### src/rtl/casc_ack_pkg.sv
package casc_ack_pkg;

  localparam int LINE_W_DEF    = 3;
  localparam int VEC_W_DEF     = 8;
  localparam int CASC_LINE_DEF = 2;

  // How an accepted acknowledge was resolved
  typedef enum logic [1:0] {
    RES_MASTER     = 2'd0,
    RES_SLAVE      = 2'd1,
    RES_SLAVE_SPUR = 2'd2,
    RES_NONE       = 2'd3
  } res_kind_e;

endpackage

### src/rtl/casc_ack_seq.sv
module casc_ack_seq (
  input  logic clk,
  input  logic rst_n,
  input  logic req_i,
  output logic accept_o,
  output logic present_o
);

  logic present_q;
  logic present_d;

  always_comb begin
    accept_o  = req_i & ~present_q;
    present_d = accept_o;
  end

  always_ff @(posedge clk or negedge rst_n) begin
    if (!rst_n) begin
      present_q <= 1'b0;
    end else begin
      present_q <= present_d;
    end
  end

  assign present_o = present_q;

endmodule

### src/rtl/casc_ack_resolve.sv
module casc_ack_resolve
  import casc_ack_pkg::*;
#(
  parameter int LINE_W    = LINE_W_DEF,
  parameter int CASC_LINE = CASC_LINE_DEF
) (
  input  logic              m_pend_i,
  input  logic [LINE_W-1:0] m_line_i,
  input  logic              s_pend_i,
  input  logic [LINE_W-1:0] s_line_i,
  output res_kind_e         kind_o,
  output logic              m_ack_o,
  output logic              s_ack_o,
  output logic [LINE_W-1:0] line_o
);

  localparam logic [LINE_W-1:0] CASC_L = LINE_W'(CASC_LINE);
  localparam logic [LINE_W-1:0] SPUR_L = {LINE_W{1'b1}};

  logic via_casc;

  always_comb begin
    via_casc = m_pend_i && (m_line_i == CASC_L);
    kind_o   = RES_NONE;
    m_ack_o  = 1'b0;
    s_ack_o  = 1'b0;
    line_o   = SPUR_L;
    if (!m_pend_i) begin
      kind_o = RES_NONE;
    end else if (!via_casc) begin
      kind_o  = RES_MASTER;
      m_ack_o = 1'b1;
      line_o  = m_line_i;
    end else if (s_pend_i) begin
      kind_o  = RES_SLAVE;
      m_ack_o = 1'b1;
      s_ack_o = 1'b1;
      line_o  = s_line_i;
    end else begin
      kind_o  = RES_SLAVE_SPUR;
      m_ack_o = 1'b1;
    end
  end

endmodule

### src/rtl/casc_vec_form.sv
module casc_vec_form
  import casc_ack_pkg::*;
#(
  parameter int LINE_W = LINE_W_DEF,
  parameter int VEC_W  = VEC_W_DEF
) (
  input  logic                    en_i,
  input  res_kind_e               kind_i,
  input  logic [VEC_W-1:LINE_W]   m_base_i,
  input  logic [VEC_W-1:LINE_W]   s_base_i,
  input  logic [LINE_W-1:0]       line_i,
  output logic [VEC_W-1:0]        vec_o
);

  logic [VEC_W-1:LINE_W] base_sel;
  logic                  use_slave;

  always_comb begin
    use_slave = (kind_i == RES_SLAVE) || (kind_i == RES_SLAVE_SPUR);
    base_sel  = use_slave ? s_base_i : m_base_i;
  end

  for (genvar b = 0; b < VEC_W; b++) begin : g_bit
    if (b < LINE_W) begin : g_low
      assign vec_o[b] = en_i & line_i[b];
    end else begin : g_high
      assign vec_o[b] = en_i & base_sel[b];
    end
  end

endmodule

### src/rtl/casc_ack_vector.sv
module casc_ack_vector
  import casc_ack_pkg::*;
#(
  parameter int LINE_W    = LINE_W_DEF,
  parameter int VEC_W     = VEC_W_DEF,
  parameter int CASC_LINE = CASC_LINE_DEF
) (
  input  logic              clk,
  input  logic              rst_n,
  input  logic              ack_req_i,
  input  logic              m_pend_i,
  input  logic [LINE_W-1:0] m_line_i,
  input  logic [VEC_W-1:0]  m_base_i,
  input  logic              s_pend_i,
  input  logic [LINE_W-1:0] s_line_i,
  input  logic [VEC_W-1:0]  s_base_i,
  input  logic              s_int_i,
  output logic              casc_req_o,
  output logic              m_ack_o,
  output logic [LINE_W-1:0] m_ack_line_o,
  output logic              s_ack_o,
  output logic [LINE_W-1:0] s_ack_line_o,
  output logic              vec_valid_o,
  output logic [VEC_W-1:0]  vec_o
);

  localparam int SYNC_STAGES = 2;
  localparam int BASE_W      = VEC_W - LINE_W;

  // reset: asserted at once, released after SYNC_STAGES edges
  logic [SYNC_STAGES-1:0] rst_sync_q;
  logic                   rst_int_n;

  always_ff @(posedge clk or negedge rst_n) begin
    if (!rst_n) begin
      rst_sync_q <= '0;
    end else begin
      rst_sync_q <= {rst_sync_q[SYNC_STAGES-2:0], 1'b1};
    end
  end

  assign rst_int_n = rst_sync_q[SYNC_STAGES-1];

  // slave interrupt feeds the master cascade request input
  assign casc_req_o = s_int_i;

  logic accept;
  logic present;

  casc_ack_seq u_seq (
    .clk       (clk),
    .rst_n     (rst_int_n),
    .req_i     (ack_req_i),
    .accept_o  (accept),
    .present_o (present)
  );

  // snapshot of core answers at acceptance
  logic              m_pend_q, m_pend_d;
  logic [LINE_W-1:0] m_line_q, m_line_d;
  logic              s_pend_q, s_pend_d;
  logic [LINE_W-1:0] s_line_q, s_line_d;
  logic [BASE_W-1:0] m_base_q, m_base_d;
  logic [BASE_W-1:0] s_base_q, s_base_d;

  always_comb begin
    m_pend_d = m_pend_q;
    m_line_d = m_line_q;
    s_pend_d = s_pend_q;
    s_line_d = s_line_q;
    m_base_d = m_base_q;
    s_base_d = s_base_q;
    if (accept) begin
      m_pend_d = m_pend_i;
      m_line_d = m_line_i;
      s_pend_d = s_pend_i;
      s_line_d = s_line_i;
      m_base_d = m_base_i[VEC_W-1:LINE_W];
      s_base_d = s_base_i[VEC_W-1:LINE_W];
    end
  end

  always_ff @(posedge clk or negedge rst_int_n) begin
    if (!rst_int_n) begin
      m_pend_q <= 1'b0;
      m_line_q <= '0;
      s_pend_q <= 1'b0;
      s_line_q <= '0;
      m_base_q <= '0;
      s_base_q <= '0;
    end else begin
      m_pend_q <= m_pend_d;
      m_line_q <= m_line_d;
      s_pend_q <= s_pend_d;
      s_line_q <= s_line_d;
      m_base_q <= m_base_d;
      s_base_q <= s_base_d;
    end
  end

  res_kind_e         kind;
  logic              m_ack_raw;
  logic              s_ack_raw;
  logic [LINE_W-1:0] sel_line;

  casc_ack_resolve #(
    .LINE_W    (LINE_W),
    .CASC_LINE (CASC_LINE)
  ) u_resolve (
    .m_pend_i (m_pend_q),
    .m_line_i (m_line_q),
    .s_pend_i (s_pend_q),
    .s_line_i (s_line_q),
    .kind_o   (kind),
    .m_ack_o  (m_ack_raw),
    .s_ack_o  (s_ack_raw),
    .line_o   (sel_line)
  );

  casc_vec_form #(
    .LINE_W (LINE_W),
    .VEC_W  (VEC_W)
  ) u_form (
    .en_i     (present),
    .kind_i   (kind),
    .m_base_i (m_base_q),
    .s_base_i (s_base_q),
    .line_i   (sel_line),
    .vec_o    (vec_o)
  );

  always_comb begin
    vec_valid_o  = present;
    m_ack_o      = present & m_ack_raw;
    s_ack_o      = present & s_ack_raw;
    m_ack_line_o = m_ack_o ? m_line_q : '0;
    s_ack_line_o = s_ack_o ? s_line_q : '0;
  end

endmodule

### config.mk
export PLATFORM = sky130hd
export DESIGN_NAME = casc_ack_vector
export DESIGN_NICKNAME = d
export VERILOG_FILES = /design/src/rtl/casc_ack_pkg.sv /design/src/rtl/casc_ack_seq.sv /design/src/rtl/casc_ack_resolve.sv /design/src/rtl/casc_vec_form.sv /design/src/rtl/casc_ack_vector.sv
export SDC_FILE = /design/constraint.sdc
export NUM_CORES = 1
export LEC_CHECK = 0
export ABC_AREA = 1
export CAP_MARGIN = 5
export CORE_ASPECT_RATIO = 1.4
export CORE_UTILIZATION = 60
export CTS_CLUSTER_DIAMETER = 100
export CTS_CLUSTER_SIZE = 20
export DETAILED_ROUTE_END_ITERATION = 6
export DONT_BUFFER_PORTS = 1
export PLACE_DENSITY = 0.81
export SLEW_MARGIN = 10
export SYNTH_ARGS = -nofsm -noshare
export SYNTH_HDL_FRONTEND = slang
export SYNTH_HIERARCHICAL = 1
export SYNTH_SLANG_ARGS = --single-unit
### constraint.sdc
create_clock -name clk -period 1.71 [get_ports clk]
set_input_delay 0.0855 -clock clk [delete_from_list [all_inputs] [get_ports clk]]
set_output_delay 0.0855 -clock clk [all_outputs]
set_load 0.02 [all_outputs]
==> metrics.cfg <==
[timing]
final_max_slew_viol_count = 0
max_freq_mhz = 535.7
rsz0062_at_grt = yes
period_minus_slack_ps = 1867
fin_crit_sh = 1.092
fin_tns_setup_ps = -1084
holdWs_ps = 65.45
finClkSkew_ps = 3.662
worstMarginPinSlew_ps = 752.8
fin_ws_ps = -156.7
setup_viol = 9
hold_viol_final = 0
max-slew-margin-rel = 0.4982

[detailed_routing]
drt-initial-drc-count = 62
drt_pass1_iterations = 4
post_drt_via_cell_ratio = 5.282
vias = 1141
postRouteAntennaNets = 0
drc_errors = 0
wl_mm = 2.931
post_drt_wl_per_cell_um = 13.57

[logic_synthesis]
syn_avg_cell_area_um2 = 7.069
ys_ff_latch = 21
synth_top_area_frac = 0.4646
synth-simple-area-share = 0.3783
synth_top_cells_by_area = dfrtp_1, nand2_1, inv_1
synth_adder_area_share = 0
syn_area_mm2 = 0.001131
synth_top_family_by_area = simple AND/OR/NAND/NOR gates
syn-num-nets = 188
postSynthCellCount = 160
synth_compound_area_frac = 0.01327
yosys_warnings = 6
seq_area_frac_synth = 0.4646
synth_area_leader_cell = dfrtp_1
muxShareOfSynthArea = 0
synth_cell_types = 16
synth_xor_area_frac = 0

[cts]
cts_max_level = 1
cts_root_buf = clkbuf_4
clk_pin_slew_ps = 120
cts_max_path_buffers = 2
tritoncts = yes
cts.sinks = 21
cts_buffers = 3
clk-insertion-delay-late_ps = 310

[power_and_ir_drop]
pwr_density_cell_mw_per_mm2 = 834.4
p_leak_nw = 0.8612
p_total_mw = 1.306
ir_drop_mv = 0.8308

[placement]
place_hpwl_mm = 1.595
post_dp_cell_area_mm2 = 0.001170
port_buffers = 0
gp_congestion = 0.7981
pre_cts_slack_ps = 106.0
dp.cells = 183

[floorplan]
num_rows = 18
dieArea_mm2 = 0.002065
coreArea_mm2 = 0.001757
start_util = 0.6439
ioPinCount = 46
fp.dieW_um = 38.70
chipHeight_um = 53.38

[run_status]
violations = negative setup slack
status = finished, violations left

[global_route]
grt_pass1_wl_mm = 4.167
grt.total_usage = 0.2887
grt_max_degree = 20
first_global_vias = 1052
grt_remaining_overflow = 0
antenna_found_initial = 0

[cells_and_area]
register_area_um2 = 525.5
final_area_mm2 = 0.001565
syn_to_final_growth_pct = 38.38
fin_util = 0.8910
multi_input_area_um2 = 541.8
instances_no_fill = 216
n_fill_cell = 92
num_antenna_cells = 0
finalNetCount = 225
drive_gt1_frac = 0.2653

[critical_path]
arrival_ps = 1780
cp_max_fo = 5
startpoint_type = flop
cp_cell_sequence = nor2_4 > nand2_4 > o21ai_4 > nand2_2 > nand3_1 > nand2_1 > nor2_2 > buf_6
endpoint_kind = output pin
crit_required_ps = 1620
cp_slowest_stage_delay_ps = 440
cpMaxStageDelayCell = dfrtp_1
path_class = reg -> out

[min_path]
holdCritPathClass = in -> reg

[flow_run]
drv_cap = 0

==> area by class of cell <==
class,instances,share of cell area
Inverter,26,0.06874
Sequential cell,21,0.3357
Clock buffer,4,0.01679
Timing Repair Buffer,38,0.2166
Tap cell,20,0.01599
Multi-Input combinational cell,107,0.3461
==> registers in the layout, indices dropped and copies added (netlist names) <==
name,count
u_seq/present_o,1
s_pend_q,1
s_line_q,3
s_base_q,5
m_pend_q,1
rst_sync_q,2
m_base_q,5
m_line_q,3
==> per-layer routing <==
layer | track usage | vias to the layer above | wire length, µm
met4 | 0.1034 | 0 | 102
li1 | - | 532 | -
met1 | 0.3324 | 521 | 1093
met2 | 0.5111 | 74 | 1507
met5 | 0 | - | 0
met3 | 0.05462 | 14 | 228
==> power by group <==
group          leakage [nW]  switching, mW  internal (mW)
combinational         0.589          0.260          0.182
sequential            0.257         0.0648          0.555
clock                0.0150          0.152         0.0912
total                 0.861          0.478          0.828
==> critical path, delay by kind of cell (launching register included) <==
family          cells  cell delay [ps]
flops               1              440
simple gates        6              690
compound gates      1              180
buf+inv             1              140
==> what timing repair did <==
action / CTS / global route
setup buffers: 7 / 2
setup endpoints to repair: 6 / 9
gates resized for setup: 18 / 13
hold buffers: 20 / 0
endpoints found under the hold margin: 20 / 0
pin swaps: 8 / 7
==> logic make-up after synthesis <==
kind of cell,Yosys count
and+or+nand+nor,103
buffers and inverters,32
DFF,21
AOI/OAI and AO/OA,3
other,1
==> path summary, 6_finish.rpt <==
check                      depth (start not counted)            start  slack (ps)         endpoint
min reg2reg                                        0    rst_sync_q[1]         320      s_base_q[2]
max reg2reg                                        5  u_seq/present_o         430      m_line_q[2]
min                                                3        ack_req_i          70  u_seq/present_o
max in group asynchronous                          0    rst_sync_q[1]         920      s_base_q[4]
min in group asynchronous                          0    rst_sync_q[1]         320      s_base_q[2]
max                                                8      m_line_q[0]        -160         vec_o[7]
==> synthesized netlist by cell type <==
master,count
nor2_1,17
nand2_1,67
nor2_4,1
inv_2,1
buf_8,1
buf_4,3
nand2_2,7
inv_1,24
nand3_1,9
o21ai_1,3
inv_8,1
buf_2,1
conb_1,1
nor2_2,2
buf_6,1
dfrtp_1,21
==> cells in the final DEF (no fill, tap or decap) <==
master / count
inv_4: 1
dfrtp_1: 21
nand2_4: 3
nand3_1: 9
o21ai_1: 1
buf_6: 1
nand2_1: 62
nor2_4: 6
o21ai_4: 2
inv_8: 1
dlygate4sd3_1: 20
inv_2: 4
nor2_1: 9
clkbuf_1: 1
buf_4: 17
nand2_2: 9
clkbuf_4: 3
nor2_2: 5
inv_1: 20
conb_1: 1
Power figures use the tool's default switching activity.
